==> src/rtl/pic_pkg.sv <==
package pic_pkg;
  localparam int unsigned PIC_LINES = 8;
  localparam int unsigned LVL_W     = $clog2(PIC_LINES);
  localparam int unsigned DATA_W    = 8;
  localparam int unsigned BASE_W    = DATA_W - LVL_W;

  typedef logic [PIC_LINES-1:0] line_vec_t;

  typedef enum logic [2:0] {
    CFG_IDLE,
    CFG_BASE,
    CFG_CASC,
    CFG_MODE,
    CFG_READY
  } cfg_state_e;

  // Lowest set index with a found flag in the top bit.
  function automatic logic [LVL_W:0] first_set(input line_vec_t v);
    logic [LVL_W:0] r;
    r = '0;
    for (int i = PIC_LINES - 1; i >= 0; i--) begin
      if (v[i]) r = {1'b1, LVL_W'(i)};
    end
    return r;
  endfunction

  function automatic logic [DATA_W-1:0] make_vector(input logic [BASE_W-1:0] base,
                                                    input logic [LVL_W-1:0]  lvl);
    return {base, lvl};
  endfunction
endpackage

==> src/rtl/pic_cfg_regs.sv <==
module pic_cfg_regs
  import pic_pkg::*;
(
  input  logic              clk,
  input  logic              rst_n,
  input  logic              wr_en,
  input  logic              rd_en,
  input  logic              a0,
  input  logic [DATA_W-1:0] wdata,
  output logic              ready,
  output logic              single_mode,
  output logic [BASE_W-1:0] vec_base,
  output line_vec_t         casc_word,
  output line_vec_t         imr,
  output logic              read_isr,
  output logic              poll_armed,
  output logic              init_clear,
  output logic              eoi_cmd
);
  cfg_state_e state;
  logic       need_mode;
  logic       wr_even, wr_odd, cmd_init, cmd_sel, cmd_op, poll_read;

  assign wr_even    = wr_en & ~a0;
  assign wr_odd     = wr_en & a0;
  assign ready      = (state == CFG_READY);
  assign cmd_init   = wr_even & wdata[4];
  assign cmd_sel    = wr_even & ~wdata[4] & wdata[3] & ready;
  assign cmd_op     = wr_even & ~wdata[4] & ~wdata[3] & ready;
  assign eoi_cmd    = cmd_op & (wdata[7:5] == 3'b001);
  assign init_clear = cmd_init;
  assign poll_read  = rd_en & ~a0 & poll_armed;

  always_ff @(posedge clk or negedge rst_n) begin
    if (!rst_n) begin
      state       <= CFG_IDLE;
      need_mode   <= 1'b0;
      single_mode <= 1'b0;
      vec_base    <= '0;
      casc_word   <= '0;
      imr         <= '1;
      read_isr    <= 1'b0;
      poll_armed  <= 1'b0;
    end else begin
      if (poll_read) poll_armed <= 1'b0;
      if (cmd_init) begin
        state       <= CFG_BASE;
        single_mode <= wdata[1];
        need_mode   <= wdata[0];
        imr         <= '0;
        casc_word   <= '0;
        read_isr    <= 1'b0;
        poll_armed  <= 1'b0;
      end else if (wr_odd) begin
        unique case (state)
          CFG_BASE: begin
            vec_base <= wdata[DATA_W-1:LVL_W];
            if (!single_mode) state <= CFG_CASC;
            else              state <= need_mode ? CFG_MODE : CFG_READY;
          end
          CFG_CASC: begin
            casc_word <= wdata;
            state     <= need_mode ? CFG_MODE : CFG_READY;
          end
          CFG_MODE:  state <= CFG_READY;
          CFG_READY: imr   <= wdata;
          default: ;
        endcase
      end else if (cmd_sel) begin
        if (wdata[1]) read_isr <= wdata[0];
        poll_armed <= wdata[2];
      end
    end
  end

  AST_INIT_RESTART: assert property (@(posedge clk) disable iff (!rst_n)
    (wr_en && !a0 && wdata[4]) |=> (imr == '0) && (state == CFG_BASE));
endmodule

==> src/rtl/pic_req_core.sv <==
module pic_req_core
  import pic_pkg::*;
(
  input  logic             clk,
  input  logic             rst_n,
  input  line_vec_t        irq_in,
  input  line_vec_t        imr,
  input  logic             init_clear,
  input  logic             eoi_cmd,
  input  logic             ack_take,
  output line_vec_t        irr,
  output line_vec_t        isr,
  output logic             win_valid,
  output logic [LVL_W-1:0] win_lvl
);
  line_vec_t        irq_q, irq_rise, cand, ack_bit, eoi_bit;
  logic             c_v, s_v;
  logic [LVL_W-1:0] c_l, s_l;

  assign irq_rise = irq_in & ~irq_q;
  assign cand     = irr & ~imr;

  always_comb begin
    {c_v, c_l} = first_set(cand);
    {s_v, s_l} = first_set(isr);
    win_valid  = c_v && (!s_v || (c_l < s_l));
    win_lvl    = c_l;
    ack_bit    = (ack_take && win_valid) ? (line_vec_t'(1) << c_l) : '0;
    eoi_bit    = (eoi_cmd && s_v) ? (line_vec_t'(1) << s_l) : '0;
  end

  always_ff @(posedge clk or negedge rst_n) begin
    if (!rst_n) begin
      irq_q <= '0;
      irr   <= '0;
      isr   <= '0;
    end else begin
      irq_q <= irq_in;
      if (init_clear) begin
        irr <= '0;
        isr <= '0;
      end else begin
        irr <= (irr & ~ack_bit) | irq_rise;
        isr <= (isr & ~eoi_bit) | ack_bit;
      end
    end
  end

  AST_IRR_NEEDS_EDGE: assert property (@(posedge clk) disable iff (!rst_n)
    ((irr & ~$past(irr)) != '0) |-> ($past(irq_rise) != '0));
  AST_ACK_SETS_ISR: assert property (@(posedge clk) disable iff (!rst_n)
    (ack_take && win_valid && !init_clear) |=> isr[$past(win_lvl)]);
  AST_EOI_DROPS_ONE: assert property (@(posedge clk) disable iff (!rst_n)
    (eoi_cmd && !ack_take && !init_clear && (isr != '0)) |=>
      ($countones(isr) == $countones($past(isr)) - 1));
  AST_SPURIOUS_KEEPS_ISR: assert property (@(posedge clk) disable iff (!rst_n)
    (ack_take && !win_valid && !eoi_cmd && !init_clear) |=> (isr == $past(isr)));
endmodule

==> src/rtl/pic_ack_path.sv <==
module pic_ack_path
  import pic_pkg::*;
(
  input  logic              inta,
  input  logic              cfg_master,
  input  logic              ready,
  input  logic              single_mode,
  input  line_vec_t         casc_word,
  input  logic [BASE_W-1:0] vec_base,
  input  logic [LVL_W-1:0]  cas_in,
  input  logic              win_valid,
  input  logic [LVL_W-1:0]  win_lvl,
  output logic              inta_take,
  output logic              vec_en,
  output logic [DATA_W-1:0] vec,
  output logic              cas_en,
  output logic [LVL_W-1:0]  cas_id
);
  logic selected, redirect;

  assign selected  = single_mode | cfg_master | (cas_in == casc_word[LVL_W-1:0]);
  assign inta_take = inta & ready & selected;
  assign redirect  = cfg_master & ~single_mode & win_valid & casc_word[win_lvl];
  assign cas_en    = inta_take & redirect;
  assign cas_id    = cas_en ? win_lvl : '0;
  assign vec_en    = inta_take & ~redirect;
  assign vec       = vec_en ? make_vector(vec_base, win_valid ? win_lvl : LVL_W'(PIC_LINES - 1))
                            : '0;
endmodule

==> src/rtl/pic_cascade_ctrl.sv <==
module pic_cascade_ctrl
  import pic_pkg::*;
(
  input  logic       clk,
  input  logic       rst_n,
  input  logic       cfg_master,
  input  logic       wr_en,
  input  logic       rd_en,
  input  logic       a0,
  input  logic [7:0] wdata,
  output logic [7:0] rdata,
  input  logic [7:0] irq_in,
  output logic       int_out,
  input  logic       inta,
  input  logic [2:0] cas_in,
  output logic       cas_en,
  output logic [2:0] cas_id,
  output logic       vec_en,
  output logic [7:0] vec
);
  logic              ready, single_mode, read_isr, poll_armed, init_clear, eoi_cmd;
  logic [BASE_W-1:0] vec_base;
  line_vec_t         casc_word, imr, irr, isr;
  logic              win_valid, inta_take, poll_take, ack_take;
  logic [LVL_W-1:0]  win_lvl;
  logic [DATA_W-1:0] poll_byte;

  pic_cfg_regs i_cfg (
    .clk(clk), .rst_n(rst_n), .wr_en(wr_en), .rd_en(rd_en), .a0(a0), .wdata(wdata),
    .ready(ready), .single_mode(single_mode), .vec_base(vec_base), .casc_word(casc_word),
    .imr(imr), .read_isr(read_isr), .poll_armed(poll_armed), .init_clear(init_clear),
    .eoi_cmd(eoi_cmd)
  );

  pic_req_core i_core (
    .clk(clk), .rst_n(rst_n), .irq_in(irq_in), .imr(imr), .init_clear(init_clear),
    .eoi_cmd(eoi_cmd), .ack_take(ack_take), .irr(irr), .isr(isr),
    .win_valid(win_valid), .win_lvl(win_lvl)
  );

  pic_ack_path i_ack (
    .inta(inta), .cfg_master(cfg_master), .ready(ready), .single_mode(single_mode),
    .casc_word(casc_word), .vec_base(vec_base), .cas_in(cas_in), .win_valid(win_valid),
    .win_lvl(win_lvl), .inta_take(inta_take), .vec_en(vec_en), .vec(vec),
    .cas_en(cas_en), .cas_id(cas_id)
  );

  assign poll_take = rd_en & ~a0 & poll_armed;
  assign ack_take  = poll_take | inta_take;
  assign int_out   = ready & win_valid;
  assign poll_byte = win_valid ? {1'b1, {(DATA_W-LVL_W-1){1'b0}}, win_lvl} : '0;

  always_comb begin
    if (a0)              rdata = imr;
    else if (poll_armed) rdata = poll_byte;
    else if (read_isr)   rdata = isr;
    else                 rdata = irr;
  end

  AST_INT_HAS_SOURCE: assert property (@(posedge clk) disable iff (!rst_n)
    int_out |-> ((irr & ~imr) != '0));
  AST_POLL_DISARM: assert property (@(posedge clk) disable iff (!rst_n)
    (poll_take && !(wr_en && !a0)) |=> !poll_armed);
  AST_VEC_ONLY_ON_INTA: assert property (@(posedge clk) disable iff (!rst_n)
    (vec_en || cas_en) |-> (inta && ready));
  AST_REDIRECT_EXCLUSIVE: assert property (@(posedge clk) disable iff (!rst_n)
    !(vec_en && cas_en));
endmodule

==> config.mk <==
export PLATFORM = sky130hd
export DESIGN_NAME = pic_cascade_ctrl
export DESIGN_NICKNAME = d
export VERILOG_FILES = /design/src/rtl/pic_pkg.sv /design/src/rtl/pic_cfg_regs.sv /design/src/rtl/pic_req_core.sv /design/src/rtl/pic_ack_path.sv /design/src/rtl/pic_cascade_ctrl.sv
export SDC_FILE = /design/constraint.sdc
export NUM_CORES = 1
export LEC_CHECK = 0
export BUFFER_PORTS_ARGS = -buffer_cell sky130_fd_sc_hd__buf_2
export CORE_UTILIZATION = 57
export CTS_CLUSTER_DIAMETER = 100
export DETAILED_ROUTE_END_ITERATION = 7
export GPL_ROUTABILITY_DRIVEN = 0
export PLACE_DENSITY_LB_ADDON = 0.12
export REMOVE_ABC_BUFFERS = 1
export SKIP_LAST_GASP = 1
export SLEW_MARGIN = 20
export SYNTH_ARGS = -nofsm -noshare
export SYNTH_HDL_FRONTEND = slang
export SYNTH_SLANG_ARGS = --single-unit
==> constraint.sdc <==
create_clock -name clk -period 4.88 [get_ports clk]
set_clock_uncertainty 0.15 [all_clocks]
set_input_delay 0.244 -clock clk [delete_from_list [all_inputs] [get_ports clk]]
set_output_delay 0.244 -clock clk [all_outputs]
set_load 0.01 [all_outputs]
---- After elaboration in Yosys (flattened, before gate mapping) ----
Index checks and enable logic that the tools add are counted.
word-level totals
  memory bits (writable) .................. 0
  ROM bits ................................ 0
  memories ................................ 0
  register bits after elaboration ......... 52
  logic and storage cells ................. 124
  bits in latches ......................... 0
  input port bits ......................... 26
cells by class
  multiplexer cells ....................... 48
  reductions and logical operators ........ 16
  bitwise operators ....................... 38
  divide/modulo/power cells ............... 0
  equality and inequality tests ........... 7
  magnitude comparators ................... 2
  multiply operators ...................... 0
  $add $sub $neg .......................... 0
  shifts and indexed selects .............. 2
operators by type and width
  kind                                                                           count
  8-bit two-way mux                                                              15
  4-bit two-way mux                                                              16
  8-bit AND                                                                      4
  8-bit NOT                                                                      4
  1-bit AND                                                                      19
  3-bit two-way mux                                                              6
  8-bit OR                                                                       2
  1-bit by 3-bit << shifter with 8-bit output (first input constant)             2
  2-bit nonzero test                                                             5
  1-bit two-way mux                                                              9
  3-bit case mux with 3 select lines                                             1
  3-bit by 1-bit equality test with 1-bit output (second input constant)         2
  3-bit by 2-bit equality test with 1-bit output (second input constant)         2
  1-bit NOT                                                                      6
  2-bit AND reduction                                                            3
  3-bit AND reduction                                                            2
  3-bit by 4-bit less-than comparator with 1-bit output (second input constant)  1
  4-bit nonzero test                                                             1
  1-bit binary-select mux with 3-bit select                                      1
  3-bit equality test                                                            1
  3-bit equality test (second input constant)                                    1
  1-bit logical AND                                                              3
  3-bit less-than comparator                                                     1
  1-bit OR                                                                       3
  other kinds (3)                                                                3

---- Longest topological paths before layout ----
  depth in word-level cells ............... 19
  gate-level depth with buffers ........... 13
  depth with buffers taken out ............ 12

---- Modules after synthesis ----
Synthesis repeated with hierarchy kept, for this count alone.
second synthesis, totals
  cells, all modules ...................... 336
  area, all modules ....................... 3291.9 um^2
modules (own cells, without submodules)
  module            area each (um^2)  sequential area each (um^2)  instances  cells each
  pic_req_core      1392.6            600.6                        1          139
  pic_cfg_regs      1368.8            710.7                        1          133
  pic_cascade_ctrl  279.0             0.0                          1          36
  pic_ack_path      251.5             0.0                          1          28

---- Least setup slack after synthesis ----
No wires, ideal clock.
  path kind ............................... register -> output
  start ................................... register i_cfg.imr[7]
  end ..................................... output cas_en
  required time ........................... 4.486 ns
  slack ................................... 1.325 ns
  data arrival time ....................... 3.161 ns
  cell stages (with the launch flop) ...... 14
  cells stage by stage .................... dfstp_2 -> and2b_1 -> o211ai_1 -> nand2_1 -> nand3_1 -> inv_1 -> ha_1 -> o21a_1 -> o21ai_0 -> a21oi_1 -> a21o_4 -> a2111oi_4 -> buf_6 -> and2_1
on the way
  longest elaborated chain between the ends .. 16
ends and longest elaborated chain
  element                             RTL line                RTL
  start: declaration                  pic_cfg_regs.sv:14      output line_vec_t imr,
  start signal: assignment            pic_cfg_regs.sv:66      CFG_READY: imr <= wdata;
  8-bit NOT (*)                       pic_req_core.sv:21      assign cand = irr & ~imr;
  8-bit AND (*)                       pic_req_core.sv:21
  4-bit two-way mux (*) (8 in a row)  pic_pkg.sv:22           if (v[i]) r = {1'b1, LVL_W'(i)};
  3-bit less-than comparator          pic_req_core.sv:26      win_valid = c_v && (!s_v || (c_l < s_l));
  1-bit logical OR                    pic_req_core.sv:26
  1-bit logical AND                   pic_req_core.sv:26
  1-bit AND                           pic_ack_path.sv:23      assign redirect = cfg_master & ~single_mode & win_valid & casc_word[win_lvl];
  1-bit AND (*)                       pic_ack_path.sv:23
  1-bit AND (*)                       pic_ack_path.sv:24      assign cas_en = inta_take & redirect;
  end: declaration                    pic_cascade_ctrl.sv:16  output logic cas_en,
Mark *: on every way between the ends. The rest lies on a longest branch, timed or not. The select of a mux whose other input is x is not followed.

---- Final worst setup path ----
  start ................................... register i_cfg.imr[7]
  end ..................................... output cas_id[0]
on the way
  longest elaborated chain between the ends .. 17
ends and longest elaborated chain
  element                             RTL line                RTL
  8-bit NOT (*)                       pic_req_core.sv:21
  8-bit AND (*)                       pic_req_core.sv:21
  4-bit two-way mux (*) (8 in a row)  pic_pkg.sv:22
  3-bit less-than comparator          pic_req_core.sv:26
  1-bit logical OR                    pic_req_core.sv:26
  1-bit logical AND                   pic_req_core.sv:26
  1-bit AND (2 in a row)              pic_ack_path.sv:23
  1-bit AND                           pic_ack_path.sv:24
  3-bit two-way mux (*)               pic_ack_path.sv:25      assign cas_id = cas_en ? win_lvl : '0;
  end: declaration                    pic_cascade_ctrl.sv:17  output logic [2:0] cas_id,
Marks and branches as above.

==> run_summary.xml <==
<?xml version="1.0" encoding="UTF-8"?>
<metrics>
  <group name="grt">
    <metric name="initial_antenna_violation_count" unit="">0</metric>
    <metric name="grt.overflow.total" unit="">0</metric>
    <metric name="grt_pass1_wl" unit="mm">12.2</metric>
    <metric name="largest_net_degree_at_the_start_of_global_routing" unit="">53</metric>
    <metric name="grt_pass1_vias" unit="">2548</metric>
    <metric name="globalRouteTotalUtil" unit="%">29.2</metric>
  </group>
  <group name="sta">
    <metric name="setup_tns" unit="ns">0</metric>
    <metric name="final-max-slew-violation-count" unit="">0</metric>
    <metric name="timing_hold_violations_final" unit="">0</metric>
    <metric name="tightestPinTransition" unit="ns">0.780</metric>
    <metric name="timing.slew.headroom" unit="%">47.9</metric>
    <metric name="worst_hold_slack" unit="ns">0.0173</metric>
    <metric name="post-route-period-util" unit="%">92.4</metric>
    <metric name="period_minus_slack" unit="ns">4.51</metric>
    <metric name="setup_violations" unit="">0</metric>
    <metric name="clock.fmax" unit="MHz">222</metric>
    <metric name="post-route-worst-setup-slack" unit="ns">0.369</metric>
    <metric name="grt_setup_unrepaired" unit="">no</metric>
  </group>
  <group name="placement">
    <metric name="dpl.hpwl" unit="mm">5.49</metric>
    <metric name="io_buffers" unit="">47</metric>
    <metric name="placement.setup.worst_slack" unit="ns">0.664</metric>
    <metric name="dpl.cell_count" unit="">432</metric>
  </group>
  <group name="yosys">
    <metric name="synthTopCellsByArea" unit="">sky130_fd_sc_hd__dfrtp_1 36%, sky130_fd_sc_hd__dfstp_2 6.9%, sky130_fd_sc_hd__nand2_1 5.7%</metric>
    <metric name="synth-async-reset-ratio" unit="%">100</metric>
    <metric name="ys.flop_type" unit="">sky130_fd_sc_hd__dfrtp_1</metric>
    <metric name="yosys.cell_types.count" unit="">57</metric>
    <metric name="synth-edff-count" unit="">0</metric>
    <metric name="synthesis.area_per_instance" unit="um2">9.40</metric>
    <metric name="syn_area" unit="um2">3030</metric>
    <metric name="post_synth_inst_count" unit="">322</metric>
    <metric name="synth.ff_latch_count" unit="">52</metric>
    <metric name="synth_seq_area_share" unit="%">43.3</metric>
    <metric name="synth_largest_area_cell" unit="">sky130_fd_sc_hd__dfrtp_1</metric>
    <metric name="yosysWarnings" unit="">0</metric>
    <metric name="yosys.area.top_type_share" unit="%">36.4</metric>
  </group>
  <group name="detailed_routing">
    <metric name="via_total_after_detailed_routing" unit="">2679</metric>
    <metric name="drt_first_pass_iters" unit="">5</metric>
    <metric name="routed_wl" unit="mm">7.51</metric>
    <metric name="drc" unit="">0</metric>
    <metric name="viasPerCell" unit="">5.97</metric>
    <metric name="drt.antenna.violating_nets" unit="">0</metric>
    <metric name="drt_iter0_markers" unit="">191</metric>
    <metric name="routed_wire_length_per_instance" unit="um">16.7</metric>
  </group>
  <group name="floorplanning">
    <metric name="effective_utilization_at_floorplan" unit="%">59.2</metric>
    <metric name="die_h" unit="um">74.9</metric>
    <metric name="number_of_standard_cell_rows_in_the_floorplan" unit="">26</metric>
    <metric name="io-pin-count" unit="">48</metric>
    <metric name="design.die.area" unit="um2">5600</metric>
    <metric name="coreArea" unit="um2">5110</metric>
    <metric name="die_width" unit="um">74.9</metric>
  </group>
  <group name="worst_setup_path">
    <metric name="cp.required" unit="ns">4.49</metric>
    <metric name="critical_path.startpoint_type" unit="">flip-flop</metric>
    <metric name="critical_path_class" unit="">flip-flop to primary output</metric>
    <metric name="timing.critical_path.arrival" unit="ns">4.12</metric>
    <metric name="endpoint_kind" unit="">primary output</metric>
    <metric name="timing.critical_path.slowest_cell_delay" unit="ns">0.56</metric>
    <metric name="critical_path.slowest_cell" unit="">sky130_fd_sc_hd__dfstp_2</metric>
    <metric name="critical_path_fanouts_max" unit="">13</metric>
    <metric name="worstPathCellList" unit="">and2b_1, o211ai_1, nand2_1, nand3_1, inv_1, ha_1, o21a_1, o21ai_0, a21oi_1, a21o_4, a2111oi_4, and3_1, buf_2</metric>
  </group>
  <group name="clock_tree">
    <metric name="clk_path_buf_depth" unit="">2</metric>
    <metric name="numCtsBuffers" unit="">5</metric>
    <metric name="cts_setup_buffers" unit="">0</metric>
    <metric name="clkLatencyLatePin" unit="ns">0.31</metric>
    <metric name="cts-root-buf" unit="">sky130_fd_sc_hd__clkbuf_8</metric>
    <metric name="cts.sinks" unit="">52</metric>
    <metric name="cts_tree" unit="">done</metric>
    <metric name="cts.clk_slew.worst_paths" unit="ns">0.10</metric>
    <metric name="post_cts_resized" unit="">0</metric>
    <metric name="ctsHtreeMaxLevel" unit="">2</metric>
  </group>
  <group name="layout">
    <metric name="multiInputGateArea" unit="um2">1650</metric>
    <metric name="post_layout_nonfiller_instances" unit="">449</metric>
    <metric name="nNetsFinal" unit="">406</metric>
    <metric name="drive_gt1_share" unit="%">25.3</metric>
    <metric name="filler_instances" unit="">438</metric>
    <metric name="syn2layout_area_growth" unit="%">16.5</metric>
    <metric name="ant_diodes" unit="">0</metric>
    <metric name="sequential_cell_area" unit="um2">1310</metric>
  </group>
  <group name="run">
    <metric name="cap_viol_max_count" unit="">0</metric>
  </group>
  <group name="pwr">
    <metric name="leakage" unit="nW">1.54</metric>
    <metric name="power.ir.vdd_worst" unit="mV">0.231</metric>
    <metric name="finalPower" unit="mW">1.44</metric>
    <metric name="p_per_area" unit="nW/um2">410</metric>
  </group>
  <group name="run_status">
    <metric name="outcome" unit="">finished, final reports clean</metric>
  </group>
  <group name="worst_hold_path">
    <metric name="worst_hold_path_type" unit="">primary input to flip-flop</metric>
  </group>
</metrics>
[layout by cell type (no fill, tap or decap), drive strengths merged, types with 3 or more instances in the layout]
master	netlist	routed
a21oi	23	23
a31o	5	5
and3	4	4
buf	3	50
clkbuf	7	6
dfrtp	44	44
dfstp	8	8
dlygate4sd3	0	9
inv	6	6
mux2	10	10
mux2i	16	16
nand2	46	46
nand2b	9	9
nand3	4	4
nand4	4	4
nor2	34	34
nor2b	10	10
nor3	7	7
nor3b	6	6
o21ai	26	26
o31a	3	3
o31ai	5	5
or3	3	3
xor2	3	3
[report_power, final]
part | total, mW | internal, mW | switching, mW
registers | 0.621 | 0.532 | 0.0885
clock network | 0.293 | 0.152 | 0.141
logic | 0.531 | 0.227 | 0.304
total | 1.44 | 0.911 | 0.533
[cells in the mapped netlist, drive strengths merged (2+ instances only)]
master / count
and2: 2
mux2: 10
a31o: 5
a22oi: 2
a21oi: 23
mux2i: 16
clkbuf: 7
nand3: 4
nand2b: 9
inv: 6
nand4: 4
xor2: 3
ha: 2
nor2: 34
buf: 3
and3: 4
o31a: 3
o21a: 2
a21bo: 2
o31ai: 5
a211oi: 2
nand2: 46
dfstp: 8
o21ai: 26
o221ai: 2
nor3: 7
o22ai: 2
nor4b: 2
nor3b: 6
nor2b: 10
dfrtp: 44
or3: 3
or2: 2
[flip-flops by register name, indices dropped and copies added (netlist names)]
name / count
i_cfg.casc_word: 8
i_cfg.imr: 8
i_core.irq_q: 8
i_core.irr: 8
i_core.isr: 8
i_cfg.vec_base: 5
i_cfg.state: 3
i_cfg.need_mode: 1
i_cfg.poll_armed: 1
i_cfg.read_isr: 1
i_cfg.single_mode: 1
[metal layers]
layer,vias up,track usage (%),part of all wire [%]
met2,114,44.3,47
met4,0,10.5,1.9
li1,1264,-,-
met5,-,0,0
met1,1287,42.3,45
met3,14,4.69,6.9
[path summary, 6_finish.rpt]
path / startpoint / endpoint / slack, ns / cells after the start
max in group asynchronous: rst_n / i_core.isr[3] / 3.71 / 3
setup reg to reg: i_cfg.imr[7] / i_core.irr[3] / 0.98 / 12
min in group asynchronous: rst_n / i_cfg.state[1] / 0.42 / 3
setup / recovery: i_cfg.imr[7] / cas_id[0] / 0.37 / 13
hold / removal: wdata[2] / i_cfg.imr[2] / 0.02 / 3
hold reg to reg: i_cfg.imr[4] / i_cfg.imr[4] / 0.34 / 2
[worst max-delay path, delay by kind of cell, from the launching register on]
kind	cells	cell delay, ns
flops	1	0.56
buf+inv	2	0.28
simple gates	4	0.82
fa+ha+maj	1	0.30
compound gates	6	1.84
[area by class of cell]
cell class / count / area share (%)
multi-input cells: 254 / 46.7
clock inverters: 2 / 0.994
repair buffers: 59 / 9.87
well taps: 70 / 2.49
flip-flops and latches: 52 / 37.2
clock buffers: 6 / 2.06
inverters: 6 / 0.639
[logic make-up after synthesis]
family / share of synthesized area [%]
and+or+nand+nor: 24.1
AOI/OAI and AO/OA: 19.6
DFF: 43.3
muxes: 9.02
buffers and inverters: 2.23
xor gates and xnor gates: 0.869
adders and majority gates: 0.827
[metrics by stage]
step           cell area (um2)  utilization, %
2_1_floorplan             2980               -
3_3_place_gp              3330            65.1
3_5_place_dp              3330            65.1
4_1_cts                   3520            69.0
5_1_grt                   3520            69.0
6_report                  3520            69.0
[repair_timing]
item | 4_1_cts | 5_1_grt
endpoints found under the setup margin | 0 | 7
hold endpoints to repair | 52 | 0
hold buffers | 9 | 0
Note: power is estimated with default switching activity, not from simulation.
